--- src/rtl/kg_pkg.sv ---
package kg_pkg;

    localparam int KG_R1_LEN = 19;
    localparam int KG_R2_LEN = 22;
    localparam int KG_R3_LEN = 23;

    localparam logic [KG_R1_LEN-1:0] KG_R1_TAPS = 19'h72000;
    localparam logic [KG_R2_LEN-1:0] KG_R2_TAPS = 22'h300000;
    localparam logic [KG_R3_LEN-1:0] KG_R3_TAPS = 23'h700080;

    localparam int KG_R1_CLK = 8;
    localparam int KG_R2_CLK = 10;
    localparam int KG_R3_CLK = 10;

    localparam int KG_MUX_LO_TAP = 0;
    localparam int KG_MUX_HI_TAP = 11;

    typedef enum logic [2:0] {
        PH_IDLE,
        PH_KEY,
        PH_FN,
        PH_WARM,
        PH_OUT
    } phase_t;

    typedef struct packed {
        logic clr;
        logic force_shift;
        logic din;
        logic maj_en;
    } lfsr_ctl_t;

    function automatic int max2(input int a, input int b);
        return (a > b) ? a : b;
    endfunction

    function automatic logic maj3(input logic a, input logic b, input logic c);
        return (a & b) | (a & c) | (b & c);
    endfunction

    function automatic logic mux4(input logic [1:0] sel, input logic d0,
                                  input logic d1, input logic d2, input logic d3);
        logic y;
        case (sel)
            2'd0:    y = d0;
            2'd1:    y = d1;
            2'd2:    y = d2;
            default: y = d3;
        endcase
        return y;
    endfunction

endpackage

--- src/rtl/kg_lfsr.sv ---
module kg_lfsr
    import kg_pkg::*;
#(
    parameter int             LEN  = 19,
    parameter logic [LEN-1:0] TAPS = '0
) (
    input  logic           clk,
    input  logic           rst,
    input  logic           clr,
    input  logic           shift,
    input  logic           din,
    output logic [LEN-1:0] state_o
);

    logic [LEN-1:0] state_q;
    logic           fb;

    always_comb begin
        fb = ^(state_q & TAPS);
    end

    always_ff @(posedge clk) begin
        if (rst) begin
            state_q <= '0;
        end else if (clr) begin
            state_q <= '0;
        end else if (shift) begin
            state_q <= {state_q[LEN-2:0], fb ^ din};
        end
    end

    assign state_o = state_q;

    // a register that is not stepped keeps its contents
    assert_hold_R4: assert property (@(posedge clk) disable iff (rst)
        (!shift && !clr) |=> $stable(state_q));

endmodule

--- src/rtl/kg_sequencer.sv ---
module kg_sequencer
    import kg_pkg::*;
#(
    parameter int KEY_W      = 64,
    parameter int FN_W       = 22,
    parameter int WARM_CYC   = 100,
    parameter int FRAME_BITS = 114
) (
    input  logic             clk,
    input  logic             rst,
    input  logic             start,
    input  logic [KEY_W-1:0] key_i,
    input  logic [FN_W-1:0]  fn_i,
    output lfsr_ctl_t        ctl_o,
    output logic             valid_o,
    output logic             done_o
);

    localparam int MAX_CNT = max2(max2(KEY_W, FN_W), max2(WARM_CYC, FRAME_BITS));
    localparam int CNT_W   = $clog2(MAX_CNT);

    phase_t             phase_q;
    logic [CNT_W-1:0]   cnt_q;
    logic [KEY_W-1:0]   key_q;
    logic [KEY_W-1:0]   key_sh;
    logic [FN_W-1:0]    fn_q;
    logic [FN_W-1:0]    fn_sh;
    logic               last;
    logic               accept;

    always_comb begin
        case (phase_q)
            PH_KEY:  last = (cnt_q == CNT_W'(KEY_W - 1));
            PH_FN:   last = (cnt_q == CNT_W'(FN_W - 1));
            PH_WARM: last = (cnt_q == CNT_W'(WARM_CYC - 1));
            PH_OUT:  last = (cnt_q == CNT_W'(FRAME_BITS - 1));
            default: last = 1'b0;
        endcase
        accept = (phase_q == PH_IDLE) && start;
    end

    always_ff @(posedge clk) begin
        if (rst) begin
            phase_q <= PH_IDLE;
            cnt_q   <= '0;
            key_q   <= '0;
            key_sh  <= '0;
            fn_q    <= '0;
            fn_sh   <= '0;
        end else begin
            case (phase_q)
                PH_IDLE: begin
                    if (start) begin
                        phase_q <= PH_KEY;
                        cnt_q   <= '0;
                        key_q   <= key_i;
                        key_sh  <= key_i;
                        fn_q    <= fn_i;
                        fn_sh   <= fn_i;
                    end
                end
                PH_KEY: begin
                    key_sh <= key_sh >> 1;
                    if (last) begin
                        phase_q <= PH_FN;
                        cnt_q   <= '0;
                    end else begin
                        cnt_q <= cnt_q + 1'b1;
                    end
                end
                PH_FN: begin
                    fn_sh <= fn_sh >> 1;
                    if (last) begin
                        phase_q <= PH_WARM;
                        cnt_q   <= '0;
                    end else begin
                        cnt_q <= cnt_q + 1'b1;
                    end
                end
                PH_WARM: begin
                    if (last) begin
                        phase_q <= PH_OUT;
                        cnt_q   <= '0;
                    end else begin
                        cnt_q <= cnt_q + 1'b1;
                    end
                end
                PH_OUT: begin
                    if (last) begin
                        phase_q <= PH_KEY;
                        cnt_q   <= '0;
                        fn_q    <= fn_q + 1'b1;
                        fn_sh   <= fn_q + 1'b1;
                        key_sh  <= key_q;
                    end else begin
                        cnt_q <= cnt_q + 1'b1;
                    end
                end
                default: begin
                    phase_q <= PH_IDLE;
                    cnt_q   <= '0;
                end
            endcase
        end
    end

    always_comb begin
        ctl_o.clr         = accept || ((phase_q == PH_OUT) && last);
        ctl_o.force_shift = (phase_q == PH_KEY) || (phase_q == PH_FN);
        ctl_o.maj_en      = (phase_q == PH_WARM) || (phase_q == PH_OUT);
        if (phase_q == PH_KEY)
            ctl_o.din = key_sh[0];
        else if (phase_q == PH_FN)
            ctl_o.din = fn_sh[0];
        else
            ctl_o.din = 1'b0;
        valid_o = (phase_q == PH_OUT);
        done_o  = (phase_q == PH_OUT) && last;
    end

    // the frame ends and output stops right after the done flag
    assert_frame_end_R7: assert property (@(posedge clk) disable iff (rst)
        done_o |=> !valid_o);

    // every frame begins at the first bit position
    assert_frame_begin_R7: assert property (@(posedge clk) disable iff (rst)
        $rose(valid_o) |-> (cnt_q == '0));

    // frame number steps by one at each frame boundary
    assert_fn_step_R8: assert property (@(posedge clk) disable iff (rst)
        done_o |=> (fn_q == $past(fn_q) + 1'b1));

    // a running sequence does not recapture the frame number
    assert_busy_hold_R9: assert property (@(posedge clk) disable iff (rst)
        ((phase_q != PH_IDLE) && !done_o) |=> $stable(fn_q) && $stable(key_q));

endmodule

--- src/rtl/kg_combiner.sv ---
module kg_combiner
    import kg_pkg::*;
#(
    parameter int LEN3    = 23,
    parameter bit USE_MUX = 1'b0
) (
    input  logic            m1,
    input  logic            m2,
    input  logic [LEN3-1:0] r3,
    output logic            y
);

    logic xor_v;
    logic mux_v;

    always_comb begin
        xor_v = m1 ^ m2 ^ r3[LEN3-1];
        mux_v = mux4({m1, m2}, r3[LEN3-1], ~r3[LEN3-1],
                     r3[KG_MUX_LO_TAP], r3[KG_MUX_HI_TAP]);
        y     = USE_MUX ? mux_v : xor_v;
    end

endmodule

--- src/rtl/kg_keystream.sv ---
module kg_keystream
    import kg_pkg::*;
#(
    parameter int KEY_W      = 64,
    parameter int FN_W       = 22,
    parameter int WARM_CYC   = 100,
    parameter int FRAME_BITS = 114,
    parameter bit USE_MUX    = 1'b0
) (
    input  logic             clk,
    input  logic             rst,
    input  logic             start,
    input  logic [KEY_W-1:0] key_i,
    input  logic [FN_W-1:0]  fn_i,
    output logic             ks_bit_o,
    output logic             ks_valid_o,
    output logic             frame_done_o
);

    lfsr_ctl_t              ctl;
    logic                   valid;
    logic                   done;
    logic [KG_R1_LEN-1:0]   r1;
    logic [KG_R2_LEN-1:0]   r2;
    logic [KG_R3_LEN-1:0]   r3;
    logic [2:0]             cb;
    logic                   maj;
    logic [2:0]             step;
    logic                   comb_bit;

    kg_sequencer #(
        .KEY_W     (KEY_W),
        .FN_W      (FN_W),
        .WARM_CYC  (WARM_CYC),
        .FRAME_BITS(FRAME_BITS)
    ) u_seq (
        .clk    (clk),
        .rst    (rst),
        .start  (start),
        .key_i  (key_i),
        .fn_i   (fn_i),
        .ctl_o  (ctl),
        .valid_o(valid),
        .done_o (done)
    );

    always_comb begin
        cb   = {r3[KG_R3_CLK], r2[KG_R2_CLK], r1[KG_R1_CLK]};
        maj  = maj3(cb[0], cb[1], cb[2]);
        for (int i = 0; i < 3; i++) begin
            step[i] = ctl.force_shift || (ctl.maj_en && (cb[i] == maj));
        end
    end

    kg_lfsr #(.LEN(KG_R1_LEN), .TAPS(KG_R1_TAPS)) u_r1 (
        .clk(clk), .rst(rst), .clr(ctl.clr), .shift(step[0]),
        .din(ctl.din), .state_o(r1)
    );

    kg_lfsr #(.LEN(KG_R2_LEN), .TAPS(KG_R2_TAPS)) u_r2 (
        .clk(clk), .rst(rst), .clr(ctl.clr), .shift(step[1]),
        .din(ctl.din), .state_o(r2)
    );

    kg_lfsr #(.LEN(KG_R3_LEN), .TAPS(KG_R3_TAPS)) u_r3 (
        .clk(clk), .rst(rst), .clr(ctl.clr), .shift(step[2]),
        .din(ctl.din), .state_o(r3)
    );

    kg_combiner #(.LEN3(KG_R3_LEN), .USE_MUX(USE_MUX)) u_comb (
        .m1(r1[KG_R1_LEN-1]),
        .m2(r2[KG_R2_LEN-1]),
        .r3(r3),
        .y (comb_bit)
    );

    assign ks_valid_o   = valid;
    assign ks_bit_o     = valid & comb_bit;
    assign frame_done_o = done;

    // under majority clocking at least two registers advance
    assert_majority_R4: assert property (@(posedge clk) disable iff (rst)
        (ctl.maj_en && !ctl.clr) |-> ($countones(step) >= 2));

    // loading never overlaps majority clocking
    assert_load_excl_R3: assert property (@(posedge clk) disable iff (rst)
        !(ctl.force_shift && valid));

    // no keystream bit outside a frame
    assert_quiet_R10: assert property (@(posedge clk) disable iff (rst)
        !ks_valid_o |-> !ks_bit_o);

endmodule

--- config.mk ---
export PLATFORM = sky130hd
export DESIGN_NAME = kg_keystream
export DESIGN_NICKNAME = d
export VERILOG_FILES = /design/src/rtl/kg_pkg.sv /design/src/rtl/kg_lfsr.sv /design/src/rtl/kg_sequencer.sv /design/src/rtl/kg_combiner.sv /design/src/rtl/kg_keystream.sv
export SDC_FILE = /design/constraint.sdc
export NUM_CORES = 1
export LEC_CHECK = 0
export CAP_MARGIN = 10
export CORE_MARGIN = 2
export CORE_UTILIZATION = 50
export DETAILED_ROUTE_END_ITERATION = 7
export DONT_BUFFER_PORTS = 1
export PLACE_DENSITY = 0.68
export SYNTH_ARGS = -nofsm -noshare
export SYNTH_HDL_FRONTEND = slang
export SYNTH_SLANG_ARGS = --single-unit
--- constraint.sdc ---
create_clock -name clk -period 2.1 [get_ports clk]
set_input_delay 0.105 -clock clk [delete_from_list [all_inputs] [get_ports clk]]
set_output_delay 0.105 -clock clk [all_outputs]
set_load 0.02 [all_outputs]
* Word-level counts from Yosys, hierarchy flattened
Cells that the tools add are included.
Storage, ports and cells: register bits 246, input bits 89, word-level logic and storage cells 82
Operators by class: $add $sub $neg 2, equal/unequal tests 16, multiplexer cells 19, bitwise logic cells 11, reduce and logical (&&, ||, !) cells 25
Operators with widths (number):
- $pmux 64 s3 | 1
- $mux 64 | 2
- $pmux 22 s3 | 1
- $mux 22 | 2
- $pmux 22 s2 | 1
- $reduce_xor 23->1 | 1
- $add 22x1->22 const B | 1
- $reduce_xor 22->1 | 1
- $reduce_xor 19->1 | 1
- $mux 3 | 5
- $pmux 3 s5 | 1
- $eq 7x7->1 const B | 2
- $mux 7 | 2
- $pmux 7 s2 | 1
- $reduce_and 3->1 | 3
- $ne 2x1->1 const B | 4
- $add 7x1->7 const B | 1
- $eq 7x5->1 const B | 1
- $eq 7x6->1 const B | 1
- $eq 3x2->1 const B | 2
- $logic_or 1x1->1 | 6
- $reduce_bool 3->1 | 2
- $logic_and 1x1->1 | 5
- $reduce_and 5->1 | 1
- 14 further kinds | 25

* Logic depth before layout (Yosys ltp)
Gate-level depths: netlist of run 1.
word-level depth 6, mapped depth 10, depth with buffers taken out 7

* Hierarchy
Synthesis of run 1 repeated with hierarchy kept, for this count alone.
Unflattened totals: cell total of the unflattened synthesis 1492, area total of the unflattened synthesis 11979.0 sq um
By module, submodules not included:
- kg_sequencer | times used 1, cells an instance 1258, area an instance 9475.3 sq um
- kg_lfsr at u_r3 | times used 1, cells an instance 82, area an instance 864.6 sq um
- kg_lfsr at u_r2 | times used 1, cells an instance 73, area an instance 813.3 sq um
- kg_lfsr at u_r1 | times used 1, cells an instance 68, area an instance 730.7 sq um
- kg_keystream | times used 1, cells an instance 10, area an instance 71.3 sq um
- kg_combiner | times used 1, cells an instance 1, area an instance 23.8 sq um

* Worst setup path before layout of run 1
Ideal clock, no wire load.
path type flip-flop to flip-flop, start point register u_seq.phase_q[1], end point register u_seq.key_sh[3], library setup time 0.088 ns, arrival 2.025 ns, path slack -0.013 ns, cell stages (with the launch flop) 11, period minus slack after synthesis 2.113 ns, path through dfxtp_1 buf_4 or3b_1 buf_2 a21oi_4 a2bb2oi_2 o32ai_2 buf_4 buf_4 nor2_1 a311oi_2
Between the ends: cells in the longest elaborated chain, start to end 4, elaborated cells between the ends (all ways) 11
Ends and longest elaborated chain:
- start, declared | line kg_sequencer.sv:22 | phase_t phase_q;
- start signal, assigned | line kg_sequencer.sv:44 | phase_q <= PH_IDLE;
- start signal, assigned | line kg_sequencer.sv:54 | phase_q <= PH_KEY;
- start signal, assigned | line kg_sequencer.sv:65 | phase_q <= PH_FN;
- $eq 3x3->1 (tied with other cells) | line kg_sequencer.sv:32, kg_sequencer.sv:51
- $pmux 1 s4 | line kg_sequencer.sv:32 | case (phase_q)
- $ne 2x1->1 (no line)
- $reduce_and 3->1 (no line)
- end signal, assigned | line kg_sequencer.sv:57 | key_sh <= key_i;
- end signal, assigned | line kg_sequencer.sv:63 | key_sh <= key_sh >> 1;
- end signal, assigned | line kg_sequencer.sv:94 | key_sh <= key_q;
- end, declared | line kg_sequencer.sv:25 | logic [KEY_W-1:0] key_sh;
Parallel ways exist; a longest one is shown, timed or not. A chain may end at the register's enable or synchronous reset.

* Worst setup path in the final report of run 1
start point register u_seq.phase_q[2], end point output frame_done_o
Between the ends: cells in the longest elaborated chain, start to end 3, elaborated cells between the ends (all ways) 6
Ends and longest elaborated chain:
- $eq 3x3->1 (tied with other cells) | line kg_sequencer.sv:32, kg_sequencer.sv:118
- $pmux 1 s4 | line kg_sequencer.sv:32
- $logic_and 1x1->1 * | line kg_sequencer.sv:118 | done_o = (phase_q == PH_OUT) && last;
- end, declared | line kg_keystream.sv:17 | output logic frame_done_o
Every way passes the cells marked *; elsewhere a longest branch is shown, timed or not.

==> summary.md, run 1 <==
| Metric | Value |
|---|---|
| Outcome | `finished with violations` |
| Violated checks | `negative hold slack, negative setup slack` |
| Max-cap violations | `0` |
| Crit end category | `output pin` |
| Net count after synthesis | `approximately 1500` |
| Max-slew violation count | `0` |
| Slowest CP cell | `or3b_4` |
| Global Route met1 Usage | `33.3%` |
| Largest delay contributor family on the critical path | `simple AND/OR/NAND/NOR gates` |
| Top cells by count, synth | `246 x dfxtp_1, 219 x nand2_1, 191 x nor2_1` |
| Area Growth Syn to Fin | `36.0%` |
| Post-synth top area share | `42.9%` |
| Clk sinks | `~250` |
| Core area | `around 23000 µm²` |
| 1st-pass router iterations | `6` |
| Crit-path most repeated cell | `buf_6` |
| Crit-path max cell delay | `430 ps` |
| Layout cell share with drive strength beyond 1 | `a little under a quarter` |
| Post-DP HPWL | `17.9 mm` |
| Max frequency | `between 400 and 500 MHz` |
| Setup violations, final | `109` |
| Top-count cell post-synth | `dfxtp_1` |
| Worst hold-check path type | `primary input to flip-flop` |
| GR Util met3 | `approximately 4%` |
| Nets | `1577` |
| Total track usage | `24.9%` |
| Pre-CTS WS | `-217 ps` |
| DRC errors left | `0` |
| Final std cell area, no fill | `15600 µm²` |
| Tcrit/Tclk final | `111%` |
| Total gr overflow | `0` |
| Io pins | `between 90 and 100` |
| RSZ-0062 raised after global routing | `yes` |
| Comb pwr share | `between 15 and 20%` |
| Buf/Inv on CP | `4` |
| First-pass GRT wire length | `50.8 mm` |
| Min-Delay Path Depth | `1` |
| Critical Path Stages | `8` |
| Worst-margin pin slew | `about 730 ps` |
| Psw | `3.29 mW` |
| # rows | `55` |
| Sequential power share | `42.0%` |
| Leading area contributor after synthesis | `dfxtp_1` |
| Antenna violations before repair | `0` |
| Critical path, cell by cell | `or3b_4, a21oi_4, buf_6, o2bb2ai_4, nand3_4, buf_6, inv_4, buf_6` |
| IO Port Bufs | `0` |
| Largest net degree at the start of global routing | `198` |
| Die height | `155 µm` |
| Reg2Reg Depth | `10` |
| 1st-iter DRT viols | `948` |
| Worst EP arrival | `2230 ps` |
| Number of synthesized flops with an enable pin | `0` |
| Clk Latency, worst-skew pair | `around 560 ps` |
| CTS Buf Count | `26` |
| Vias in the first global route | `10100` |
| Placement-stage cell area | `around 12000 µm²` |
| Fill cells | `roughly 1600` |
| Int Pwr | `a little over 9 mW` |
| Vias/cell | `6.14` |
| Gate Count Post-Synth | `1363` |
| Tmin final | `2330 ps` |
| Max_slew headroom | `51.4%` |
| Sw frac | `26.7%` |
| Final hold slack | `-337 ps` |
| Post-route ant nets | `0` |
| Synth area leaders | `dfxtp_1 43%, nand2_1 7.2%, nor2_1 6.3%` |
| Clock power share | `41.3%` |
| CP Launch Type | `flip-flop` |
| Initial Utilization | `roughly half` |
| Final Routed Wirelength | `34.2 mm` |
| Layout Skew | `about 22 ps` |
| Yosys warns | `0` |
| Deepest clock path buffer count | `3` |
| Yosys reg bits | `around 250` |
| Slack of the critical path | `-232 ps` |
| WS Path Type | `flip-flop to output pin` |
| Root buffer cell | `clkbuf_16` |
| Netlist cell types | `70` |
| Worst vdd ir | `711 µV` |
| Worst Path Max Fanout | `6` |
| Post-synth ARST share | `0%` |
| Met2 Use GR | `42.3%` |
| DIE AREA | `24200 µm²` |
| CTS tree | `done` |
| Clk slew on worst S/H paths | `around 60 ps` |
| Syn Area/Cell | `8.41 µm²` |
| Seq/Total Area, Yosys | `42.9%` |
| Total Power | `12.3 mW` |
| Die Width | `155 µm` |
| Pwr Density | `between 700 and 800 nW/µm²` |
| Mapped Area | `between 10000 and 15000 µm²` |
| Critical Path RT | `2000 ps` |
| Final GP Congestion | `0.874` |
| Static Leakage | `6.04 nW` |
| Via count of the routed design | `11000` |
| WL per Instance | `19.1 µm` |
| GR peak layer | `met2` |
| Main flop type after synthesis | `dfxtp_1` |
| H-tree depth | `1` |
| Fin. Hold Viols | `roughly 180` |
==> power groups by stage <==
stage / clock (mW) / sequential [mW] / combinational, mW
floorplan: 0 / 5.21 / 1.08
global placement: 0 / 5.25 / 1.38
detailed placement: 0 / 5.25 / 1.41
CTS: 5.15 / 5.16 / 1.70
global route: 5.36 / 5.21 / 2.21
finish: 5.10 / 5.18 / 2.05
==> state kept, by name, summed over array words and instances, names as in the netlist, 7 cells and up <==
| name | cells |
|---|---|
| u_seq.key_sh | 64 |
| u_r3.state_o | 23 |
| u_seq.key_q | 64 |
| u_seq.fn_q | 22 |
| u_seq.cnt_q | 7 |
| u_r2.state_o | 22 |
| u_seq.fn_sh | 22 |
| u_r1.state_o | 19 |
==> through the flow <==
| step | util, % | hold slack (ps) | cells | TNS [ps] |
|---|---|---|---|---|
| after floorplan | - | 241 | 1363 | 0 |
| after global placement | 54.2 | 216 | 1617 | -11520 |
| after detailed placement | 54.2 | 220 | 1617 | -21120 |
| after CTS | 63.9 | -345 | 1759 | -13540 |
| after global routing | 69.1 | -364 | 1791 | -18930 |
| final | 69.1 | -337 | 1792 | -12250 |
==> layout by cell type (no fill, tap or decap), types with 37 or more instances in the layout <==
| cell type | instances |
|---|---|
| a21oi_1 | 82 |
| a22oi_1 | 81 |
| a311oi_2 | 44 |
| buf_4 | 74 |
| buf_6 | 37 |
| dfxtp_1 | 242 |
| dlygate4sd3_1 | 72 |
| mux2i_1 | 68 |
| nand2_1 | 211 |
| nor2_1 | 165 |
==> per-layer routing <==
metal | wire length [µm] | part of all wire (%)
met1 | 14100 | 41
met2 | 16600 | 48
met3 | 2470 | 7.2
met4 | 1000 | 2.9
met5 | 0 | 0
==> cell families (layout without fill, tap and decap cells) <==
family                     Yosys count  after routing  share of synthesized area [%]
adders and majority gates            2              2                          0.218
AOI/OAI and AO/OA                  353            353                           23.1
buffers and inverters              136            279                           5.46
and+or+nand+nor                    525            525                           19.8
DFF                                246            246                           42.9
muxes                               69             69                           6.03
other                                0              1                              0
xor gates and xnor gates            32             32                           2.44
==> path summary, 6_finish.rpt <==
check                   start         endpoint  slack [ps]
max reg2reg  u_seq.phase_q[2]   u_seq.fn_q[12]        -220
min reg2reg   u_seq.key_q[47]  u_seq.key_q[47]         460
min                       rst  u_seq.fn_sh[15]        -340
max          u_seq.phase_q[2]     frame_done_o        -230
==> area by class of cell <==
cell class / count / area, µm² / share of cell area [%]
Sequential cell: 246 / 4930 / 31.6
Clock inverter: 14 / 235 / 1.51
Multi-Input combinational cell: 981 / 6770 / 43.4
Tap cell: 285 / 357 / 2.29
Clock buffer: 34 / 731 / 4.68
Antenna cell: 1 / 2.50 / 0.0160
Inverter: 10 / 52.6 / 0.337
Timing Repair Buffer: 221 / 2510 / 16.1
==> timing repair <==
action | 4_1_cts | 5_1_grt
gates cloned | 7 | 9
endpoints found under the setup margin | 177 | 208
setup buffers | 18 | 23
pin swaps | 19 | 34
hold buffers | 69 | 3
resized for setup | 49 | 175
hold endpoints to repair | 182 | 179
No activity file was read; power rests on OpenSTA's default activity.
==> inputs of run 2 (changes only) <==
--- a/config.mk
+++ b/config.mk
@@ -8,8 +8,10 @@
 export CAP_MARGIN = 10
 export CORE_MARGIN = 2
 export CORE_UTILIZATION = 50
+export CTS_BUF_LIST = sky130_fd_sc_hd__clkbuf_16
 export DETAILED_ROUTE_END_ITERATION = 7
 export DONT_BUFFER_PORTS = 1
+export MAX_ROUTING_LAYER = met4
 export PLACE_DENSITY = 0.68
 export SYNTH_ARGS = -nofsm -noshare
 export SYNTH_HDL_FRONTEND = slang
==> run 2 against run 1 <==
Compared with the run above: first-iteration DRC count is 4.5% higher; largest power group unchanged; sequential power hardly changed; hold slack worse by 1.0 ps; the flow still finishes with violations (negative hold slack, negative setup slack); register-to-register slack hardly changed; combinational power is 7% lower; die area stayed put; non-clock buffer count is 10 lower.
==> summary.md, run 2 (synthesis gave the netlist of run 1 again) <==
| Metric | Value |
|---|---|
| RR Endpoint | `u_seq.fn_sh[20] (was u_seq.fn_q[12])` |
| Io pins | `92 (unchanged)` |
| Root buffer cell | `clkbuf_16 (unchanged)` |
| Worst hold-check path type | `primary input to flip-flop (unchanged)` |
| Worst-margin pin slew | `722 ps (was 728 ps)` |
| # rows | `55 (unchanged)` |
| Setup TNS | `-12770 ps (was -12250 ps)` |
| IO Port Bufs | `0 (unchanged)` |
| Pre-CTS WS | `-217 ps (unchanged)` |
| CTS Buf Count | `26 (unchanged)` |
| Final antenna diode count | `0 (was 1)` |
| CP Launch Point | `u_seq.phase_q[2] (unchanged)` |
| WS Path Type | `flip-flop to flip-flop (was flip-flop to output pin)` |
| Deepest clock path buffer count | `3 (unchanged)` |
| Outcome | `finished with violations (unchanged)` |
| Post-route ant nets | `0 (unchanged)` |
| Max Used Layer | `met4 (unchanged)` |
| H-tree depth | `1 (unchanged)` |
| WL met3 | `2.19 mm (was 2.47 mm)` |
| Worst vdd ir | `721 µV (was 711 µV)` |
| Largest net degree at the start of global routing | `198 (unchanged)` |
| Crit end category | `flip-flop (was output pin)` |
| Max-slew violation count | `0 (unchanged)` |
| Worst R2R Setup Slack | `-220 ps (about the same)` |
| Core area | `22600 µm² (unchanged)` |
| DRC errors left | `0 (unchanged)` |
| Initial Utilization | `50.8% (unchanged)` |
| Max frequency | `432 MHz (was 429 MHz)` |
| Critical Path RT | `2560 ps (was 2000 ps)` |
| Layout cell share with drive strength beyond 1 | `19.8% (was 23.2%)` |
| Die height | `155 µm (unchanged)` |
| Final GP Congestion | `0.888 (was 0.874)` |
| Clock power share | `40.8% (was 41.3%)` |
| Tmin final | `2320 ps (was 2330 ps)` |
| DIE AREA | `24200 µm² (unchanged)` |
| Sequential power share | `43.2% (was 42.0%)` |
| Antenna violations before repair | `0 (unchanged)` |
| Vias/cell | `6.04 (was 6.14)` |
| Nets | `1567 (was 1577)` |
| First-pass GRT wire length | `50.7 mm (was 50.8 mm)` |
| Fin. Hold Viols | `177 (was 178)` |
| Crit path capture | `u_seq.fn_sh[20] (was frame_done_o)` |
| Psw | `3.19 mW (was 3.29 mW)` |
| R2r startpoint | `u_seq.phase_q[2] (unchanged)` |
| Most frequent cells in the layout | `243 x dfxtp_1, 216 x nand2_1, 162 x nor2_1, 82 x a21oi_1 (was 242 x dfxtp_1, 211 x nand2_1, 165 x nor2_1, 82 x a21oi_1, 81 x a22oi_1)` |
| Total track usage | `25.5% (was 24.9%)` |
| Max_slew headroom | `51.8% (was 51.4%)` |
| Violated checks | `negative hold slack, negative setup slack (unchanged)` |
| Clk sinks | `246 (unchanged)` |
| Static Leakage | `5.88 nW (was 6.04 nW)` |
| Sw frac | `26.6% (was 26.7%)` |
| 1st-iter DRT viols | `991 (was 948)` |
| Commonest non-fill, non-tap cell in the layout | `dfxtp_1 (unchanged)` |
| Clk slew on worst S/H paths | `70 ps (was 60 ps)` |
| Int Pwr | `8.79 mW (was 9.05 mW)` |
| Pwr Density | `793 nW/µm² (was 791 nW/µm²)` |
| Clk Latency, worst-skew pair | `560 ps (about the same)` |
| Wl on met1 | `14.0 mm (was 14.1 mm)` |
| Hold Startpoint | `rst (unchanged)` |
| Die Width | `155 µm (unchanged)` |
| Slack of the critical path | `-216 ps (was -232 ps)` |
| WL met2 | `15.8 mm (was 16.6 mm)` |
| Setup violations, final | `111 (was 109)` |
| Via count of the routed design | `10800 (was 11000)` |
| Post-DP HPWL | `17.9 mm (unchanged)` |
| Vias in the first global route | `10100 (about the same)` |
| 1st-pass router iterations | `5 (was 6)` |
| Final hold slack | `-338 ps (was -337 ps)` |
| CTS tree | `done (unchanged)` |
| Comb pwr share | `15.9% (was 16.6%)` |
| Final Routed Wirelength | `32.8 mm (was 34.2 mm)` |
| CP Launch Type | `flip-flop (unchanged)` |
| Tcrit/Tclk final | `110% (was 111%)` |
| Reg2Reg Depth | `10 (unchanged)` |
| Worst EP arrival | `2780 ps (was 2230 ps)` |
| Layout Skew | `25.5 ps (was 22.2 ps)` |
| Area Growth Syn to Fin | `31.7% (was 36.0%)` |
| RSZ-0062 raised after global routing | `yes (unchanged)` |
| Max-cap violations | `0 (unchanged)` |
| Worst Path Max Fanout | `5 (was 6)` |
| Fill cells | `1767 (was 1645)` |
| Total gr overflow | `0 (unchanged)` |
| WL per Instance | `18.4 µm (was 19.1 µm)` |
[run 2: how the worst min path moves through the flow]
stage | endpoint | slack, ps | cells past startpoint
6_report | u_seq.cnt_q[0] | -340 | 1
5_1_grt | u_seq.fn_sh[15] | -340 | 1
4_1_cts | u_seq.fn_sh[18] | -350 | 1
3_5_place_dp | u_seq.fn_sh[18] | 220 | 1
3_3_place_gp | u_seq.fn_sh[17] | 220 | 1
2_1_floorplan | u_seq.key_q[0] | 240 | 2
[run 2: layout make-up]
| type | instances | area, µm² | share of cell area, % |
|---|---|---|---|
| inverter | 10 | 52.6 | 0.348 |
| sequential | 246 | 4930 | 32.7 |
| clock buffer | 26 | 651 | 4.31 |
| timing repair buffer | 211 | 2370 | 15.7 |
| tap | 285 | 357 | 2.36 |
| clock inverter | 22 | 265 | 1.76 |
| multi-input combinational | 981 | 6470 | 42.8 |
[run 2: timing repair]
item,CTS,global route
resized for setup,43,116
setup buffers,18,14
cloned,7,8
pin swaps,19,37
hold buffers,69,2
setup endpoints to repair,177,209
hold endpoints to repair,182,176
[run 2: power groups by stage]
stage	registers, mW	clock network [mW]	logic, mW
6_report	5.18	4.89	1.91
5_1_grt	5.21	5.14	2.06
4_1_cts	5.16	4.95	1.70
3_5_place_dp	5.25	0	1.41
3_3_place_gp	5.25	0	1.38
2_1_floorplan	5.21	0	1.08
[run 2: metrics by stage]
step           hold WS [ps]  power, mW  cells  area [µm²]  util (%)
2_1_floorplan           241       6.29   1363       11500         -
3_3_place_gp            216       6.63   1617       12200      54.2
3_5_place_dp            220       6.66   1617       12200      54.2
4_1_cts                -346       11.8   1759       14300      63.5
5_1_grt                -344       12.4   1781       15100      66.9
6_report               -338       12.0   1781       15100      66.9
[run 2: critical path, stage by stage, from the launching register on]
cell and delay [ps]:
dfxtp_4 390, or3b_4 430, a21oi_4 210, buf_6 130
a2bb2oi_4 60, buf_6 140, o32ai_4 300, buf_6 200
clkbuf_16 180, nor2_2 40, a211oi_2 130
[run 2: layer usage]
layer | track usage, % | vias to the layer above
met5 | - | -
met4 | 7.03 | 0
met3 | 3.96 | 77
met2 | 41.5 | 391
met1 | 33.3 | 5159
li1 | - | 5135
==> inputs of run 3 (changes only) <==
--- a/config.mk
+++ b/config.mk
@@ -7,12 +7,14 @@
 export LEC_CHECK = 0
 export CAP_MARGIN = 10
 export CORE_MARGIN = 2
-export CORE_UTILIZATION = 50
+export CORE_UTILIZATION = 58
 export CTS_BUF_LIST = sky130_fd_sc_hd__clkbuf_16
 export DETAILED_ROUTE_END_ITERATION = 7
 export DONT_BUFFER_PORTS = 1
 export MAX_ROUTING_LAYER = met4
-export PLACE_DENSITY = 0.68
+export PLACE_DENSITY = 0.76
+export RECOVER_POWER = 100
+export REMOVE_ABC_BUFFERS = 1
 export SYNTH_ARGS = -nofsm -noshare
 export SYNTH_HDL_FRONTEND = slang
 export SYNTH_SLANG_ARGS = --single-unit
==> run 3 against run 2 <==
Compared with the run above: non-clock buffer count fell by 83; critical path type unchanged; clock power is 7.0% lower; the run still ends with negative hold slack, negative setup slack left; combinational power is 8% lower; critical endpoint is now u_seq.fn_q[18]; clock skew shrank 8.7 ps; setup slack improved by 75 ps.
==> summary.md, run 3 (synthesis gave the netlist of run 1 again) <==
| Metric | Value |
|---|---|
| Outcome | `finished with violations (unchanged)` |
| Violated checks | `negative hold slack, negative setup slack (unchanged)` |
| Antenna violations before repair | `0 (unchanged)` |
| IO Port Bufs | `0 (unchanged)` |
| Fill cells | `1385 (was 1767)` |
| Post-DP HPWL | `17.0 mm (was 17.9 mm)` |
| Worst vdd ir | `752 µV (was 721 µV)` |
| Slack of the critical path | `-141 ps (was -216 ps)` |
| Final std cell area, no fill | `14200 µm² (was 15100 µm²)` |
| Final Routed Wirelength | `32.5 mm (was 32.8 mm)` |
| Post-route ant nets | `0 (unchanged)` |
| Area Growth Syn to Fin | `23.9% (was 31.7%)` |
| Vias in the first global route | `9853 (was 10100)` |
| Worst Path Max Fanout | `5 (unchanged)` |
| Crit path capture | `u_seq.fn_q[18] (was u_seq.fn_sh[20])` |
| 1st-iter DRT viols | `1015 (was 991)` |
| Max frequency | `446 MHz (was 432 MHz)` |
| First-pass GRT wire length | `48.8 mm (was 50.7 mm)` |
| Tmin final | `2240 ps (was 2320 ps)` |
| Static Leakage | `5.49 nW (was 5.88 nW)` |
| Max-cap violations | `0 (unchanged)` |
| Io pins | `92 (unchanged)` |
| Final antenna diode count | `0 (unchanged)` |
| Worst-margin pin slew | `653 ps (was 722 ps)` |
| Max_slew headroom | `56.5% (was 51.8%)` |
| Largest net degree at the start of global routing | `198 (unchanged)` |
| Pre-CTS WS | `-161 ps (was -217 ps)` |
| Most frequent cells in the layout | `243 x dfxtp_1, 218 x nand2_1, 175 x nor2_1, 85 x a21oi_1, 80 x a22oi_1 (was 243 x dfxtp_1, 216 x nand2_1, 162 x nor2_1, 82 x a21oi_1)` |
| CTS tree | `done (unchanged)` |
| Layout cell share with drive strength beyond 1 | `18.6% (was 19.8%)` |
| Max-slew violation count | `0 (unchanged)` |
| Total gr overflow | `0 (unchanged)` |
| RSZ-0062 raised after global routing | `yes (unchanged)` |
| Final GP Congestion | `0.912 (was 0.888)` |
| WL per Instance | `19.4 µm (was 18.4 µm)` |
| Die height | `145 µm (was 155 µm)` |
| Footprint of the multi-input gates | `6420 µm² (was 6470 µm²)` |
| Reg2Reg Depth | `10 (unchanged)` |
| Clk Latency, worst-skew pair | `540 ps (was 560 ps)` |
| Root buffer cell | `clkbuf_16 (unchanged)` |
| Worst R2R Setup Slack | `-140 ps (was -220 ps)` |
| Layout Skew | `16.8 ps (was 25.5 ps)` |
| Storage element area | `4930 µm² (unchanged)` |
| WS Path Type | `flip-flop to flip-flop (unchanged)` |
| # rows | `51 (was 55)` |
| Via count of the routed design | `10600 (was 10800)` |
| RR Endpoint | `u_seq.fn_q[18] (was u_seq.fn_sh[20])` |
| Tcrit/Tclk final | `107% (was 110%)` |
| Crit end category | `flip-flop (unchanged)` |
| CP Launch Type | `flip-flop (unchanged)` |
| CP Launch Point | `u_seq.phase_q[1] (was u_seq.phase_q[2])` |
| H-tree depth | `1 (unchanged)` |
| Clk sinks | `246 (unchanged)` |
| Critical Path RT | `2500 ps (was 2560 ps)` |
| DIE AREA | `20900 µm² (was 24200 µm²)` |
| 1st-pass router iterations | `5 (unchanged)` |
| Total track usage | `29.2% (was 25.5%)` |
| Clk slew on worst S/H paths | `60 ps (was 70 ps)` |
| DRC errors left | `0 (unchanged)` |
| Deepest clock path buffer count | `3 (unchanged)` |
| CTS Buf Count | `26 (unchanged)` |
| Initial Utilization | `58.9% (was 50.8%)` |
| Worst hold-check path type | `primary input to flip-flop (unchanged)` |
| Nets | `1484 (was 1567)` |
| Placement-stage cell area | `12100 µm² (was 12200 µm²)` |
| Core area | `19500 µm² (was 22600 µm²)` |
| R2r startpoint | `u_seq.phase_q[1] (was u_seq.phase_q[2])` |
| Die Width | `145 µm (was 155 µm)` |
| Final hold slack | `-358 ps (was -338 ps)` |
| Fin. Hold Viols | `171 (was 177)` |
| Setup violations, final | `108 (was 111)` |
| Vias/cell | `6.29 (was 6.04)` |
| Commonest non-fill, non-tap cell in the layout | `dfxtp_1 (unchanged)` |
| Total Power | `11.5 mW (was 12.0 mW)` |
| Worst EP arrival | `2650 ps (was 2780 ps)` |
| Pwr Density | `808 nW/µm² (was 793 nW/µm²)` |
| Setup TNS | `-7270 ps (was -12770 ps)` |
-- run 3: cell count changes in the layout (fill, tap and decap cells not counted), moves of 6 or more --
cell           change
clkbuf_16          +6
nor2_1            +13
dlygate4sd3_1     -64
buf_4             -15
a211oi_1           +8
a311oi_1          -18
a211oi_2           -7
buf_6              -8
nor2_4             -9
a311oi_2          +18
-- run 3: metal layers --
layer	routed length, µm	global-route usage, %	vias up	share of wire, %
met4	696	7.92	0	2.1
met1	13000	37.3	5079	40
met2	15900	47.0	426	49
met3	2870	6.56	72	8.8
li1	-	-	4980	-
met5	0	-	-	0
-- run 3: worst min-delay path by stage --
stage / cells after the start / startpoint / slack, ps / end
2_1_floorplan: 1 / rst / 170 / u_seq.key_sh[3]
3_3_place_gp: 1 / rst / 190 / u_seq.key_q[18]
3_5_place_dp: 1 / rst / 190 / u_seq.key_q[17]
4_1_cts: 1 / rst / -370 / u_seq.key_q[17]
5_1_grt: 1 / rst / -370 / u_seq.key_q[17]
6_report: 1 / rst / -360 / u_seq.key_q[17]
-- run 3: stage by stage --
step           cells  util, %
2_1_floorplan   1237        -
3_3_place_gp    1583     62.1
3_5_place_dp    1583     62.1
4_1_cts         1661     69.7
5_1_grt         1678     73.0
6_report        1678     73.0
-- run 3: what timing repair did --
action                     4_1_cts  5_1_grt
setup endpoints to repair      163      184
pin swaps                       21       29
buffers inserted                18        6
hold endpoints to repair       182      181
hold buffers                     6        1
resized for setup               54       72
gates cloned                     8       13
-- run 3: final cells by class --
class / count / area share (%)
Multi-Input combinational cell: 981 / 45.2
Sequential cell: 246 / 34.7
Timing Repair Buffer: 128 / 11.5
Clock buffer: 26 / 4.58
Tap cell: 265 / 2.33
Clock inverter: 22 / 1.36
Inverter: 10 / 0.282
-- run 3: power by group --
group	switching [mW]	leakage (nW)	internal [mW]	total [mW]
registers	0.210	2.02	4.97	5.18
clock network	1.92	0.419	2.63	4.55
logic	0.944	3.06	0.807	1.75
total	3.08	5.49	8.41	11.5
-- run 3: worst max-delay path: stages, from the launching register on --
cell and delay [ps]:
dfxtp_2 340, buf_6 130, o21a_4 200, o211ai_1 300, a32oi_2 170, buf_4 170
buf_6 120, and2_4 140, a21oi_4 220, buf_6 190, o311ai_2 120
